[src/rtl/nfa_pkg.sv]
package nfa_pkg;
  // Strobes from the sequencing FSM to the allocator datapath
  typedef struct packed {
    logic load;     // capture request, start first pass at rover
    logic restart;  // begin second pass at index 0
    logic step;     // examine current page and advance
    logic grant;    // commit run ending at current page
    logic fail;     // report failure code
  } nfaStrobe_t;
endpackage

[src/rtl/nfa_datapath.sv]
module nfa_datapath
  import nfa_pkg::*;
#(
  parameter int NUM_PAGES = 128,
  parameter int RESERVED  = 32,
  parameter int IW        = $clog2(NUM_PAGES) + 1
) (
  input  logic          clk,
  input  logic          rstN,
  input  nfaStrobe_t    strb,
  input  logic [IW-1:0] reqLen,
  input  logic          relValid,
  input  logic [IW-1:0] relStart,
  input  logic [IW-1:0] relLen,
  output logic          atLimit,
  output logic          hit,
  output logic          grantWraps,
  output logic [IW-1:0] doneStart
);
  localparam int PW = $clog2(NUM_PAGES);
  localparam int EW = IW + 1;
  localparam logic [IW-1:0] TOP = IW'(NUM_PAGES);

  logic [NUM_PAGES-1:0] occ;
  logic [IW-1:0] rover, pos, runStart, runCount, lenQ;
  logic          pass2;
  logic [IW-1:0] limit, grantStart;
  logic [EW-1:0] grantEnd, relEnd;
  logic          curFree;

  assign limit      = pass2 ? rover : TOP;
  assign atLimit    = pos >= limit;
  assign curFree    = !atLimit && !occ[pos[PW-1:0]];
  assign hit        = curFree && ({1'b0, runCount} + EW'(1) == {1'b0, lenQ});
  assign grantStart = (runCount == '0) ? pos : runStart;
  assign grantEnd   = {1'b0, grantStart} + {1'b0, lenQ};
  assign grantWraps = grantEnd >= EW'(NUM_PAGES);
  assign relEnd     = {1'b0, relStart} + {1'b0, relLen};

  // One occupancy bit per page; reserved pages are constant
  for (genvar i = 0; i < NUM_PAGES; i++) begin : g_page
    if (i < RESERVED) begin : g_rsv
      assign occ[i] = 1'b1;
    end else begin : g_free
      logic inGrant, inRel;
      assign inGrant = strb.grant && (EW'(i) >= {1'b0, grantStart}) && (EW'(i) < grantEnd);
      assign inRel   = relValid && (EW'(i) >= {1'b0, relStart}) && (EW'(i) < relEnd);
      always_ff @(posedge clk) begin
        if (!rstN)        occ[i] <= 1'b0;
        else if (inGrant) occ[i] <= 1'b1;
        else if (inRel)   occ[i] <= 1'b0;
      end
    end
  end

  always_ff @(posedge clk) begin
    if (!rstN) begin
      rover     <= '0;
      pos       <= '0;
      runStart  <= '0;
      runCount  <= '0;
      lenQ      <= '0;
      pass2     <= 1'b0;
      doneStart <= '0;
    end else begin
      if (strb.load) begin
        pos      <= rover;
        runCount <= '0;
        pass2    <= 1'b0;
        lenQ     <= reqLen;
      end
      if (strb.restart) begin
        pos      <= '0;
        runCount <= '0;
        pass2    <= 1'b1;
      end
      if (strb.step) begin
        pos <= pos + IW'(1);
        if (curFree) begin
          if (runCount == '0) runStart <= pos;
          runCount <= runCount + IW'(1);
        end else begin
          runCount <= '0;
        end
      end
      if (strb.grant) begin
        doneStart <= grantStart;
        rover     <= grantWraps ? '0 : grantEnd[IW-1:0];
      end
      if (strb.fail) doneStart <= '1;
    end
  end
endmodule

[src/rtl/nfa_control.sv]
module nfa_control
  import nfa_pkg::*;
#(
  parameter int NUM_PAGES = 128,
  parameter int IW        = $clog2(NUM_PAGES) + 1
) (
  input  logic          clk,
  input  logic          rstN,
  input  logic          fullFlushMode,
  input  logic          reqValid,
  input  logic [IW-1:0] reqLen,
  input  logic          flushClear,
  input  logic          atLimit,
  input  logic          hit,
  input  logic          grantWraps,
  output nfaStrobe_t    strb,
  output logic          reqReady,
  output logic          doneValid,
  output logic          flushNeeded
);
  typedef enum logic [1:0] {ST_IDLE, ST_PASS1, ST_PASS2} state_t;
  state_t state, stateNext;
  logic   setFlush, lenBad;

  assign lenBad   = (reqLen == '0) || (reqLen > IW'(NUM_PAGES));
  assign reqReady = (state == ST_IDLE);

  always_comb begin
    strb      = '0;
    setFlush  = 1'b0;
    stateNext = state;
    unique case (state)
      ST_IDLE: begin
        if (reqValid) begin
          setFlush = fullFlushMode;
          if (lenBad) begin
            strb.fail = 1'b1;
          end else begin
            strb.load = 1'b1;
            stateNext = ST_PASS1;
          end
        end
      end
      ST_PASS1, ST_PASS2: begin
        if (atLimit) begin
          if (state == ST_PASS1) begin
            strb.restart = 1'b1;
            setFlush     = 1'b1;
            stateNext    = ST_PASS2;
          end else begin
            strb.fail = 1'b1;
            stateNext = ST_IDLE;
          end
        end else if (hit) begin
          strb.grant = 1'b1;
          setFlush   = grantWraps;
          stateNext  = ST_IDLE;
        end else begin
          strb.step = 1'b1;
        end
      end
      default: stateNext = ST_IDLE;
    endcase
  end

  always_ff @(posedge clk) begin
    if (!rstN) begin
      state       <= ST_IDLE;
      doneValid   <= 1'b0;
      flushNeeded <= 1'b0;
    end else begin
      state     <= stateNext;
      doneValid <= strb.grant || strb.fail;
      if (setFlush)        flushNeeded <= 1'b1;
      else if (flushClear) flushNeeded <= 1'b0;
    end
  end
endmodule

[src/rtl/nextfit_page_alloc.sv]
module nextfit_page_alloc
  import nfa_pkg::*;
#(
  parameter int NUM_PAGES = 128,
  parameter int RESERVED  = 32,
  parameter int IW        = $clog2(NUM_PAGES) + 1
) (
  input  logic          clk,
  input  logic          rstN,
  input  logic          fullFlushMode,
  input  logic          reqValid,
  output logic          reqReady,
  input  logic [IW-1:0] reqLen,
  output logic          doneValid,
  output logic [IW-1:0] doneStart,
  input  logic          relValid,
  input  logic [IW-1:0] relStart,
  input  logic [IW-1:0] relLen,
  output logic          flushNeeded,
  input  logic          flushClear
);
  nfaStrobe_t strb;
  logic atLimit, hit, grantWraps;

  nfa_control #(.NUM_PAGES(NUM_PAGES), .IW(IW)) u_ctrl (
    .clk(clk), .rstN(rstN), .fullFlushMode(fullFlushMode),
    .reqValid(reqValid), .reqLen(reqLen), .flushClear(flushClear),
    .atLimit(atLimit), .hit(hit), .grantWraps(grantWraps),
    .strb(strb), .reqReady(reqReady), .doneValid(doneValid),
    .flushNeeded(flushNeeded)
  );

  nfa_datapath #(.NUM_PAGES(NUM_PAGES), .RESERVED(RESERVED), .IW(IW)) u_dp (
    .clk(clk), .rstN(rstN), .strb(strb), .reqLen(reqLen),
    .relValid(relValid), .relStart(relStart), .relLen(relLen),
    .atLimit(atLimit), .hit(hit), .grantWraps(grantWraps),
    .doneStart(doneStart)
  );
endmodule

[config.mk]
export PLATFORM = sky130hd
export DESIGN_NAME = nextfit_page_alloc
export DESIGN_NICKNAME = d
export VERILOG_FILES = /design/src/rtl/nfa_pkg.sv /design/src/rtl/nfa_datapath.sv /design/src/rtl/nfa_control.sv /design/src/rtl/nextfit_page_alloc.sv
export SDC_FILE = /design/constraint.sdc
export NUM_CORES = 1
export LEC_CHECK = 0
export ABC_CLOCK_PERIOD_IN_PS = 5600
export BUFFER_PORTS_ARGS = -buffer_cell sky130_fd_sc_hd__buf_4
export CAP_MARGIN = 10
export CORE_MARGIN = 3
export CORE_UTILIZATION = 30
export DETAILED_ROUTE_END_ITERATION = 12
export GPL_TIMING_DRIVEN = 0
export SLEW_MARGIN = 10
export SYNTH_ARGS = -nofsm -noshare
export SYNTH_HDL_FRONTEND = slang
export SYNTH_SLANG_ARGS = --single-unit
[constraint.sdc]
create_clock -name clk -period 5.6 [get_ports clk]
set_input_delay 0.84 -clock clk [delete_from_list [all_inputs] [get_ports clk]]
set_output_delay 0.84 -clock clk [all_outputs]
set_load 0.05 [all_outputs]
==> run_results.csv, run 1 <==
group,metric,value,unit
timing,rsz0062_at_grt,"false",
route,wl_met1,27.8,mm
final_layout,area_growth,15.0,%
setup_path,crit_type,"reg2reg",
route,drc,0,
clock_tree,htree_levels,4,
timing,finalCriticalPeriod,5450,ps
die,die_h,200,µm
timing,worst_pin_slew,1250,ps
route,via_per_inst,6.58,
logic_synthesis,synthTopCellsByCount,"174 x a21oi_1, 161 x o21ai_0, 150 x nor2_1",
run,drv_cap,0,
status,outcome,"finished, final reports clean",
logic_synthesis,yosysMostFrequentCell,"a21oi_1",
setup_path,crit_required,5960,ps
route,drt-pass1-iter-count,7,
logic_synthesis,avgSynthCellArea,7.41,µm²
clock_tree,cts_tree,"yes",
global_routing,grt_first_pass_wirelength,93.5,mm
setup_path,crit_top_cell,"o21ai_0",
route,top_layer_used,"met5",
clock_tree,clock-root-buffer,"clkbuf_16",
logic_synthesis,yosys.area.top_type,"dfxtp_1",
route,vias,13800,
logic_synthesis,synthArstFlopShare,0,
global_routing,overflow,0,
clock_tree,path_clk_slew,70,ps
final_layout,stdcell_area,13000,µm²
logic_synthesis,ys_types,75,
clock_tree,hold_buffers,0,
setup_path,critPathMaxFanout,11,
placement,gp_congestion,1.02,
route,met2_length,27.8,mm
logic_synthesis,yosys_warnings,0,
final_layout,drive_above_1_share,0.101,
die,pin_count,41,
clock_tree,clock-sinks,149,
timing,final-setup-viol-count,0,
logic_synthesis,synth_area_leaders,"dfxtp_1 26%, a21oi_1 7.7%, o21ai_0 7.1%, nor2_1 5.0%, nand2_1 4.7%",
pwr,powerDensity,261,nW/µm²
setup_path,critPathMaxStageDelay,690,ps
clock_tree,worst_skew_pair.late_latency,450,ps
route,ant_nets,0,
logic_synthesis,synth_top_cell_area_share,0.264,
die,initial_core_util,0.306,
setup_path,crit_path_cell_trace,"clkdlybuf4s15_1, clkbuf_2, mux2_2, clkbuf_1, ha_1, a21o_1, a21oi_2, o211ai_1, buf_4, xor2_2, nand2_1, clkbuf_1, o21ai_0, o21ai_0, o21ai_0",
final_layout,fin_util,0.352,
timing,finalCritPeriodShare,0.974,
timing,slew_headroom,0.163,
global_routing,grt_max_degree,17,
die,core_area,36900,µm²
logic_synthesis,syn_inst,1524,
route,wirelength,67.2,mm
logic_synthesis,syn_area,11300,µm²
timing,slew_viol_final,0,
die,row_count,70,
pwr,peakVddDrop,0.240,mV
final_layout,n_antenna_cell,0,
setup_path,slowest_stage,"clkdlybuf4s15_1",
final_layout,final_nets,1651,
timing,fmax,183,MHz
clock_tree,cts_max_path_buffers,2,
logic_synthesis,synth_ff_type,"dfxtp_1",
setup_path,cp.arrival,5820,ps
placement,place_area,12200,µm²
logic_synthesis,synth-seq-area-share,0.264,
min_path,worstHoldPathType,"reg2reg",
global_routing,grt_pass1_vias,12800,
setup_path,start_kind,"flip-flop",
route,drt_iter0_drc,2034,
placement,portBuffers,40,
placement,hpwlAfterDp,53.1,mm
global_routing,antenna_found_initial,1,
route,wl_met3,8.14,mm
timing,setup_slack,145,ps
setup_path,end_kind,"flip-flop",
clock_tree,cts_buffers,17,
pwr,p_leak,4.41,nW
global_routing,track_usage,0.329,
logic_synthesis,syn_nets,1588,
logic_synthesis,synth_edf_count,0,
logic_synthesis,yosys_register_bits,149,
route,routedWlPerCell,31.9,µm
timing,fin_worst_skew,8.42,ps
die,die_w,200,µm
timing,hold_violations,0,
die,dieArea,40000,µm²
placement,pre_cts_ws,-1030,ps
## per-layer routing
| layer | GRT usage | vias to the layer above |
|---|---|---|
| li1 | - | 5871 |
| met4 | 0.134 | 4 |
| met2 | 0.476 | 1043 |
| met3 | 0.0995 | 213 |
| met1 | 0.454 | 6703 |
| met5 | 0.0227 | - |
## worst max-delay path, delay by kind of cell (launching register included)
kind / cells / cell delay, ps
xor+xnor: 1 / 330
mux: 1 / 300
fa+ha+maj: 1 / 400
flops: 1 / 340
buf+inv: 5 / 2200
simple gates: 1 / 120
compound gates: 6 / 1670
## registers in the layout, indices dropped and copies added (netlist names)
register            flops
u_dp.pos                8
u_dp.lenQ               8
u_dp.runStart           8
u_dp.pass2              1
u_dp.runCount           8
u_dp.doneStart          8
u_ctrl.flushNeeded      1
u_dp.occ               96
u_ctrl.doneValid        1
u_dp.rover              8
u_ctrl.state            2
## final timing paths
path	endpoint	slack (ps)	startpoint	cells past startpoint
min reg2reg	u_dp.occ[83]$_SDFFE_PN0P_	470	u_dp.occ[83]$_SDFFE_PN0P_	2
min	u_dp.occ[83]$_SDFFE_PN0P_	470	u_dp.occ[83]$_SDFFE_PN0P_	2
max reg2reg	u_dp.occ[100]$_SDFFE_PN0P_	150	u_dp.pos[2]$_SDFFE_PN0P_	15
max	u_dp.occ[100]$_SDFFE_PN0P_	150	u_dp.pos[2]$_SDFFE_PN0P_	15
## metrics by stage
step	power (mW)	std cells	hold WS (ps)	TNS, ps
after detailed placement	2.08	2071	460	-59610
after global routing	3.45	2104	501	0
after CTS	3.32	2105	469	0
after floorplan	1.65	1524	438	0
after global placement	2.10	2068	456	-58940
final	3.39	2104	470	0
## placed cells by master (no fill, tap or decap), drive strengths merged, types with 36 or more instances in the layout
cell type	count
o21ai	163
nand2	142
a21oi	174
nor2	150
o31ai	38
clkbuf	106
nand3	63
inv	43
o211ai	63
buf	68
dfxtp	149
o22ai	36
## layout make-up
class	instances	area, µm²
Buffer	112	487
Fill cell	3954	23900
Clock buffer	18	429
Sequential cell	149	2980
Inverter	39	146
Clock inverter	14	193
Timing Repair Buffer	45	338
Tap cell	504	631
Multi-Input combinational cell	1223	7780
## timing repair
action,4_1_cts,5_1_grt
hold endpoints to repair,0,0
endpoints found under the setup margin,103,86
gates resized for setup,15,13
pin swaps,1,0
setup buffers,2,0
## kinds of logic after synthesis
group,synth area share
xor+xnor,0.0256
flops,0.264
fa+ha+maj,0.0390
compound gates,0.335
buf+inv,0.0550
simple gates,0.205
mux,0.0759
## power breakdown
part,switching [mW],internal [mW],leakage [nW],total (mW)
registers,0.0149,1.07,1.20,1.09
clock network,0.551,0.718,0.295,1.27
logic,0.807,0.231,2.91,1.04
(Power assumes the default switching activity.)
==> run 2, diff against run 1 <==
--- a/config.mk
+++ b/config.mk
@@ -6,12 +6,13 @@
 export NUM_CORES = 1
 export LEC_CHECK = 0
 export ABC_CLOCK_PERIOD_IN_PS = 5600
-export BUFFER_PORTS_ARGS = -buffer_cell sky130_fd_sc_hd__buf_4
 export CAP_MARGIN = 10
 export CORE_MARGIN = 3
 export CORE_UTILIZATION = 30
 export DETAILED_ROUTE_END_ITERATION = 12
+export DONT_BUFFER_PORTS = 1
 export GPL_TIMING_DRIVEN = 0
+export RECOVER_POWER = 100
 export SLEW_MARGIN = 10
 export SYNTH_ARGS = -nofsm -noshare
 export SYNTH_HDL_FRONTEND = slang
==> run 2 against run 1 <==
Against the previous run:
- count of clock-buffer cells in the layout down 1
- wire length shrank 4.3%
- highest routed layer unchanged
- flip-flop and latch count unchanged
- power fell by 2.8%
- critical endpoint is now u_dp.occ[58]$_SDFFE_PN0P_
- combinational power shrank 9%
==> run_results.csv, run 2 (synthesis results as in run 1) <==
group,metric,value,unit
clock_tree,worst_skew_pair.late_latency,450,ps
clock_tree,clock-sinks,149,
clock_tree,cts_buffers,17,
clock_tree,cts_tree,"yes",
setup_path,critPathBufInv,4,
setup_path,crit_family,"simple AND/OR/NAND/NOR gates",
timing,hold_violations,0,
timing,fin_worst_skew,15.4,ps
final_layout,largest_reg_flops,96,
pwr,powerDensity,263,nW/µm²
placement,portBuffers,0,
clock_tree,htree_levels,4,
timing,setup_slack,137,ps
timing,slew_headroom,0.212,
timing,rsz0062_at_grt,"false",
placement,pre_cts_ws,-608,ps
pwr,finalPower,3.30,mW
final_layout,final_nets,1609,
timing,finalCriticalPeriod,5460,ps
die,dieArea,40000,µm²
global_routing,grt_pass1_vias,12700,
clock_tree,path_clk_slew,80,ps
global_routing,grt_first_pass_wirelength,90.2,mm
die,die_h,200,µm
timing,worst_pin_slew,1170,ps
setup_path,critPathMaxFanout,15,
route,drt_iter0_drc,2076,
global_routing,track_usage,0.313,
run,drv_cap,0,
setup_path,start_kind,"flip-flop",
final_layout,regMostFlops,"u_dp.occ",
timing,slew_viol_final,0,
clock_tree,hold_buffers,0,
route,vias,13600,
die,pin_count,41,
setup_path,cp.arrival,5780,ps
setup_path,slowest_stage,"xnor2_1",
die,core_area,36900,µm²
pwr,peakVddDrop,0.209,mV
timing,fmax,183,MHz
final_layout,drive_above_1_share,0.0629,
final_layout,multi_input_area,7700,µm²
route,wirelength,64.3,mm
global_routing,overflow,0,
setup_path,crit_required,5920,ps
final_layout,ff_latch_area,2980,µm²
timing,final-setup-viol-count,0,
final_layout,area_growth,11.3,%
route,ant_nets,0,
route,drt-pass1-iter-count,6,
min_path,worstHoldPathType,"reg2reg",
status,outcome,"finished, final reports clean",
pwr,p_leak,4.13,nW
clock_tree,cts_max_path_buffers,2,
global_routing,grt_max_degree,17,
final_layout,final_cells,2063,
route,routedWlPerCell,31.2,µm
setup_path,critPathMaxStageDelay,750,ps
placement,hpwlAfterDp,50.9,mm
final_layout,fill_cells,4002,
final_layout,final_common_cell,"a21oi_1",
die,initial_core_util,0.306,
die,row_count,70,
placement,gp_congestion,1.09,
route,drc,0,
die,die_w,200,µm
final_layout,layout_common_cells,"172 x a21oi_1, 157 x o21ai_0, 149 x nor2_1, 149 x dfxtp_1, 142 x nand2_1",
route,via_per_inst,6.58,
placement,dp_cells,2030,
setup_path,end_kind,"flip-flop",
clock_tree,clock-root-buffer,"clkbuf_16",
timing,finalCritPeriodShare,0.976,
setup_path,crit_type,"reg2reg",
global_routing,antenna_found_initial,3,
setup_path,crit_path_cell_trace,"inv_1, ha_1, nand4_1, clkbuf_2, nor2_1, a21oi_4, inv_1, ha_1, clkbuf_1, xnor2_1, nand2_1, nor2_1, a21oi_1, o41ai_2",
run 2: cell type report:
| class | count | area share |
|---|---|---|
| Buffer | 111 | 0.0370 |
| Clock inverter | 15 | 0.0143 |
| Sequential cell | 149 | 0.237 |
| Tap cell | 504 | 0.0502 |
| Multi-Input combinational cell | 1223 | 0.613 |
| Clock buffer | 17 | 0.0339 |
| Inverter | 39 | 0.0117 |
| Timing Repair Buffer | 4 | 0.00239 |
| Antenna cell | 1 | 0.000199 |
run 2: worst min-delay path, stage by stage (launching register included):
cell and delay, ps:
dfxtp_1 310, nand3_1 60, o31ai_1 60
run 2: timing repair:
item,CTS,global route
pin swaps,1,1
gates resized for setup,8,8
endpoints found under the setup margin,90,80
buffers inserted,1,1
run 2: stage by stage:
stage          hold slack [ps]  utilization  TNS [ps]  instance area (µm²)
6_report                   477        0.341         0                12600
5_1_grt                    492        0.341         0                12600
4_1_cts                    473        0.342         0                12600
3_5_place_dp               463        0.324    -30060                11900
3_3_place_gp               455        0.323    -28700                11900
2_1_floorplan              438            -         0                11300
run 2: report_power, final:
group	internal, mW	switching, mW
Combinational	0.207	0.741
Sequential	1.07	0.0339
Clock	0.678	0.568
run 2: routing by layer:
layer	vias to the layer above	share of wire	GRT usage
li1	5781	-	-
met1	6635	0.41	0.427
met2	951	0.41	0.452
met3	203	0.12	0.0905
met4	2	0.058	0.153
met5	-	0.00020	0
run 2: path summary, 6_finish.rpt:
path / endpoint / slack, ps / depth (start not counted) / start
max: u_dp.occ[58]$_SDFFE_PN0P_ / 140 / 14 / u_dp.runCount[0]$_SDFFE_PN0P_
min reg2reg: u_dp.occ[56]$_SDFFE_PN0P_ / 480 / 2 / u_dp.occ[56]$_SDFFE_PN0P_
min: u_dp.occ[56]$_SDFFE_PN0P_ / 480 / 2 / u_dp.occ[56]$_SDFFE_PN0P_
max reg2reg: u_dp.occ[58]$_SDFFE_PN0P_ / 140 / 14 / u_dp.runCount[0]$_SDFFE_PN0P_
==> run 3, diff against run 2 <==
--- a/config.mk
+++ b/config.mk
@@ -16,4 +16,5 @@
 export SLEW_MARGIN = 10
 export SYNTH_ARGS = -nofsm -noshare
 export SYNTH_HDL_FRONTEND = slang
+export SYNTH_HIERARCHICAL = 1
 export SYNTH_SLANG_ARGS = --single-unit
==> constraint.sdc (replaced) <==
create_clock -name clk -period 5.6 [get_ports clk]
set_input_delay 1.68 -clock clk [delete_from_list [all_inputs] [get_ports clk]]
set_output_delay 1.68 -clock clk [all_outputs]
set_load 0.05 [all_outputs]
==> run 3 against run 2 <==
Against the previous run:
- sequential share of layout area is 0.59 points lower
- synthesized cell count is 2.7% higher
- largest cell class unchanged
- wire length is 5.9% higher
- critical path depth stayed put
- highest routed layer unchanged
- synthesized area grew 1.8%
==> run_results.csv, run 3 <==
group,metric,value,unit
status,outcome,"finished, final reports clean",
timing,slew_headroom,0.102,
global_routing,grt_pass1_vias,13200,
setup_path,critPathMaxFanout,10,
timing,holdWs,454,ps
logic_synthesis,yosys_register_bits,149,
clock_tree,worst_skew_pair.late_latency,440,ps
setup_path,critPathMaxStageDelay,670,ps
min_path,worstHoldPathType,"reg2reg",
setup_path,crit_required,5890,ps
pwr,p_leak,4.42,nW
route,via_per_inst,6.48,
logic_synthesis,syn_inst,1565,
timing,fin_worst_skew,9.78,ps
route,drc,0,
die,pin_count,41,
setup_path,crit_path_cell_trace,"buf_2, buf_2, clkbuf_2, mux2i_4, inv_1, ha_1, and2_1, a2111oi_2, o21bai_1, xnor2_1, a211oi_4, inv_1, o21ai_0, o22ai_1",
timing,finalSetupTns,0,ps
clock_tree,htree_levels,4,
final_layout,n_antenna_cell,0,
route,wirelength,68.0,mm
final_layout,final_nets,1654,
timing,final-setup-viol-count,0,
setup_path,cp.arrival,5760,ps
setup_path,slowest_stage,"o21ai_0",
logic_synthesis,synth_ff_type,"dfxtp_1",
route,drt-pass1-iter-count,6,
final_layout,drive_above_1_share,0.0755,
final_layout,largest_reg_flops,96,
route,drt_iter0_drc,1762,
die,die_w,202,µm
setup_path,worst-path-stages,14,
timing,fmax,183,MHz
clock_tree,hold_buffers,0,
clock_tree,clock-sinks,149,
placement,portBuffers,0,
clock_tree,clock-root-buffer,"clkbuf_16",
logic_synthesis,synth-seq-area-share,0.260,
logic_synthesis,syn_nets,1629,
die,core_area,37700,µm²
logic_synthesis,synthTopCellsByCount,"170 x nor2_1, 169 x nand2_1, 162 x o21ai_0",
route,ant_nets,0,
logic_synthesis,synth_area_leaders,"dfxtp_1 26%, o21ai_0 7.1%, a21oi_1 6.2%, nor2_1 5.6%, nand2_1 5.5%",
die,row_count,71,
final_layout,final_cells,2114,
clock_tree,cts_max_path_buffers,2,
logic_synthesis,synth_edf_count,0,
logic_synthesis,yosys_warnings,6,
setup_path,crit_family,"compound AO/OA/AOI/OAI gates",
global_routing,grt_first_pass_wirelength,96.7,mm
final_layout,regMostFlops,"u_dp/occ",
logic_synthesis,yosys.area.top_type,"dfxtp_1",
setup_path,critPathBufInv,5,
logic_synthesis,syn_area,11500,µm²
setup_path,crit_type,"reg2reg",
pwr,powerDensity,288,nW/µm²
setup_path,ff2ff_path_depth,14,
global_routing,overflow,0,
clock_tree,cts_buffers,17,
final_layout,stdcell_area,12900,µm²
timing,finalCritPeriodShare,0.978,
setup_path,start_kind,"flip-flop",
clock_tree,cts_tree,"yes",
min_path,min_path_cells,2,
final_layout,final_common_cell,"nor2_1",
timing,finalCriticalPeriod,5480,ps
timing,worst_pin_slew,1330,ps
pwr,peakVddDrop,0.185,mV
global_routing,track_usage,0.326,
placement,gp_congestion,1.07,
run,drv_cap,0,
timing,hold_violations,0,
die,initial_core_util,0.305,
route,vias,13700,
placement,place_area,12200,µm²
clock_tree,path_clk_slew,70,ps
placement,dp_cells,2082,
final_layout,fin_util,0.342,
die,dieArea,40700,µm²
logic_synthesis,synth_top_cell_area_share,0.260,
final_layout,area_growth,12.1,%
die,die_h,202,µm
route,routedWlPerCell,32.2,µm
placement,hpwlAfterDp,53.9,mm
final_layout,layout_common_cells,"170 x nor2_1, 168 x nand2_1, 161 x o21ai_0",
logic_synthesis,avgSynthCellArea,7.34,µm²
logic_synthesis,ys_types,82,
global_routing,antenna_found_initial,1,
global_routing,grt_max_degree,17,
logic_synthesis,yosysMostFrequentCell,"nor2_1",
logic_synthesis,synthArstFlopShare,0,
timing,slew_viol_final,0,
setup_path,end_kind,"flip-flop",
## run 3: cell types whose count changed in the layout (fill, tap and decap cells not counted), moves of 15 or more
cell      change
nand2_1      +26
o211ai_1     -33
o311ai_0     -18
a21oi_1      -31
nor2_1       +21
and2_1       +15
o31ai_1      -27
o221ai_1     +16
## run 3: logic make-up (layout without fill, tap and decap cells)
logic type	Yosys count	in the layout	share of synthesized area
XOR/XNOR	31	31	0.0236
adder cells (fa/ha/maj)	34	34	0.0383
AO/OA/AOI/OAI	573	573	0.319
flip-flops	149	149	0.260
multiplexers	55	55	0.0753
AND/OR/NAND/NOR	569	569	0.233
buffers and inverters	154	192	0.0517
## run 3: metal layers
layer | vias to the layer above | routed length [µm] | global-route usage
met5 | - | 13 | 0
met3 | 227 | 5630 | 0.0582
met4 | 2 | 5120 | 0.196
li1 | 5871 | - | -
met2 | 919 | 30700 | 0.534
met1 | 6684 | 26600 | 0.399
## run 3: layout make-up
cell class / instances / area (µm²)
Timing Repair Buffer: 6 / 52.6
Buffer: 115 / 462
Tap cell: 511 / 639
Clock inverter: 14 / 163
Sequential cell: 149 / 2980
Inverter: 39 / 146
Multi-Input combinational cell: 1262 / 8000
Fill cell: 4185 / 24800
Clock buffer: 18 / 439
## run 3: where the power goes
group	internal [mW]	switching [mW]
clock	0.682	0.529
combinational	0.316	1.06
sequential	1.08	0.0467
total	2.08	1.63
## run 3: path summary, 6_finish.rpt
check | end | startpoint | slack [ps]
setup / recovery | u_dp/occ[65]$_SDFFE_PN0P_ | u_dp/pos[2]$_SDFFE_PN0P_ | 120
hold / removal | u_dp/occ[64]$_SDFFE_PN0P_ | u_dp/occ[64]$_SDFFE_PN0P_ | 450
setup reg to reg | u_dp/occ[65]$_SDFFE_PN0P_ | u_dp/pos[2]$_SDFFE_PN0P_ | 120
hold reg to reg | u_dp/occ[64]$_SDFFE_PN0P_ | u_dp/occ[64]$_SDFFE_PN0P_ | 450
## run 3: what timing repair did
item                       4_1_cts  5_1_grt
buffers inserted                 0        0
resized for setup               11       17
setup endpoints to repair       87       70
pin swaps                        0        1
hold endpoints to repair         0        0
gates cloned                     0        0
## run 3: stage by stage
| stage | setup WS [ps] | power (mW) |
|---|---|---|
| after floorplan | 1200 | 1.89 |
| after global placement | -921 | 2.45 |
| after detailed placement | -510 | 2.44 |
| after CTS | 20.3 | 3.66 |
| after global routing | -10.2 | 3.82 |
| final | 125 | 3.71 |
## run 3: worst min-delay path: cells and delay by family (launching register included)
kind	cells	cell delay (ps)
AOI/OAI and AO/OA	1	50
DFF	1	310
and+or+nand+nor	1	50
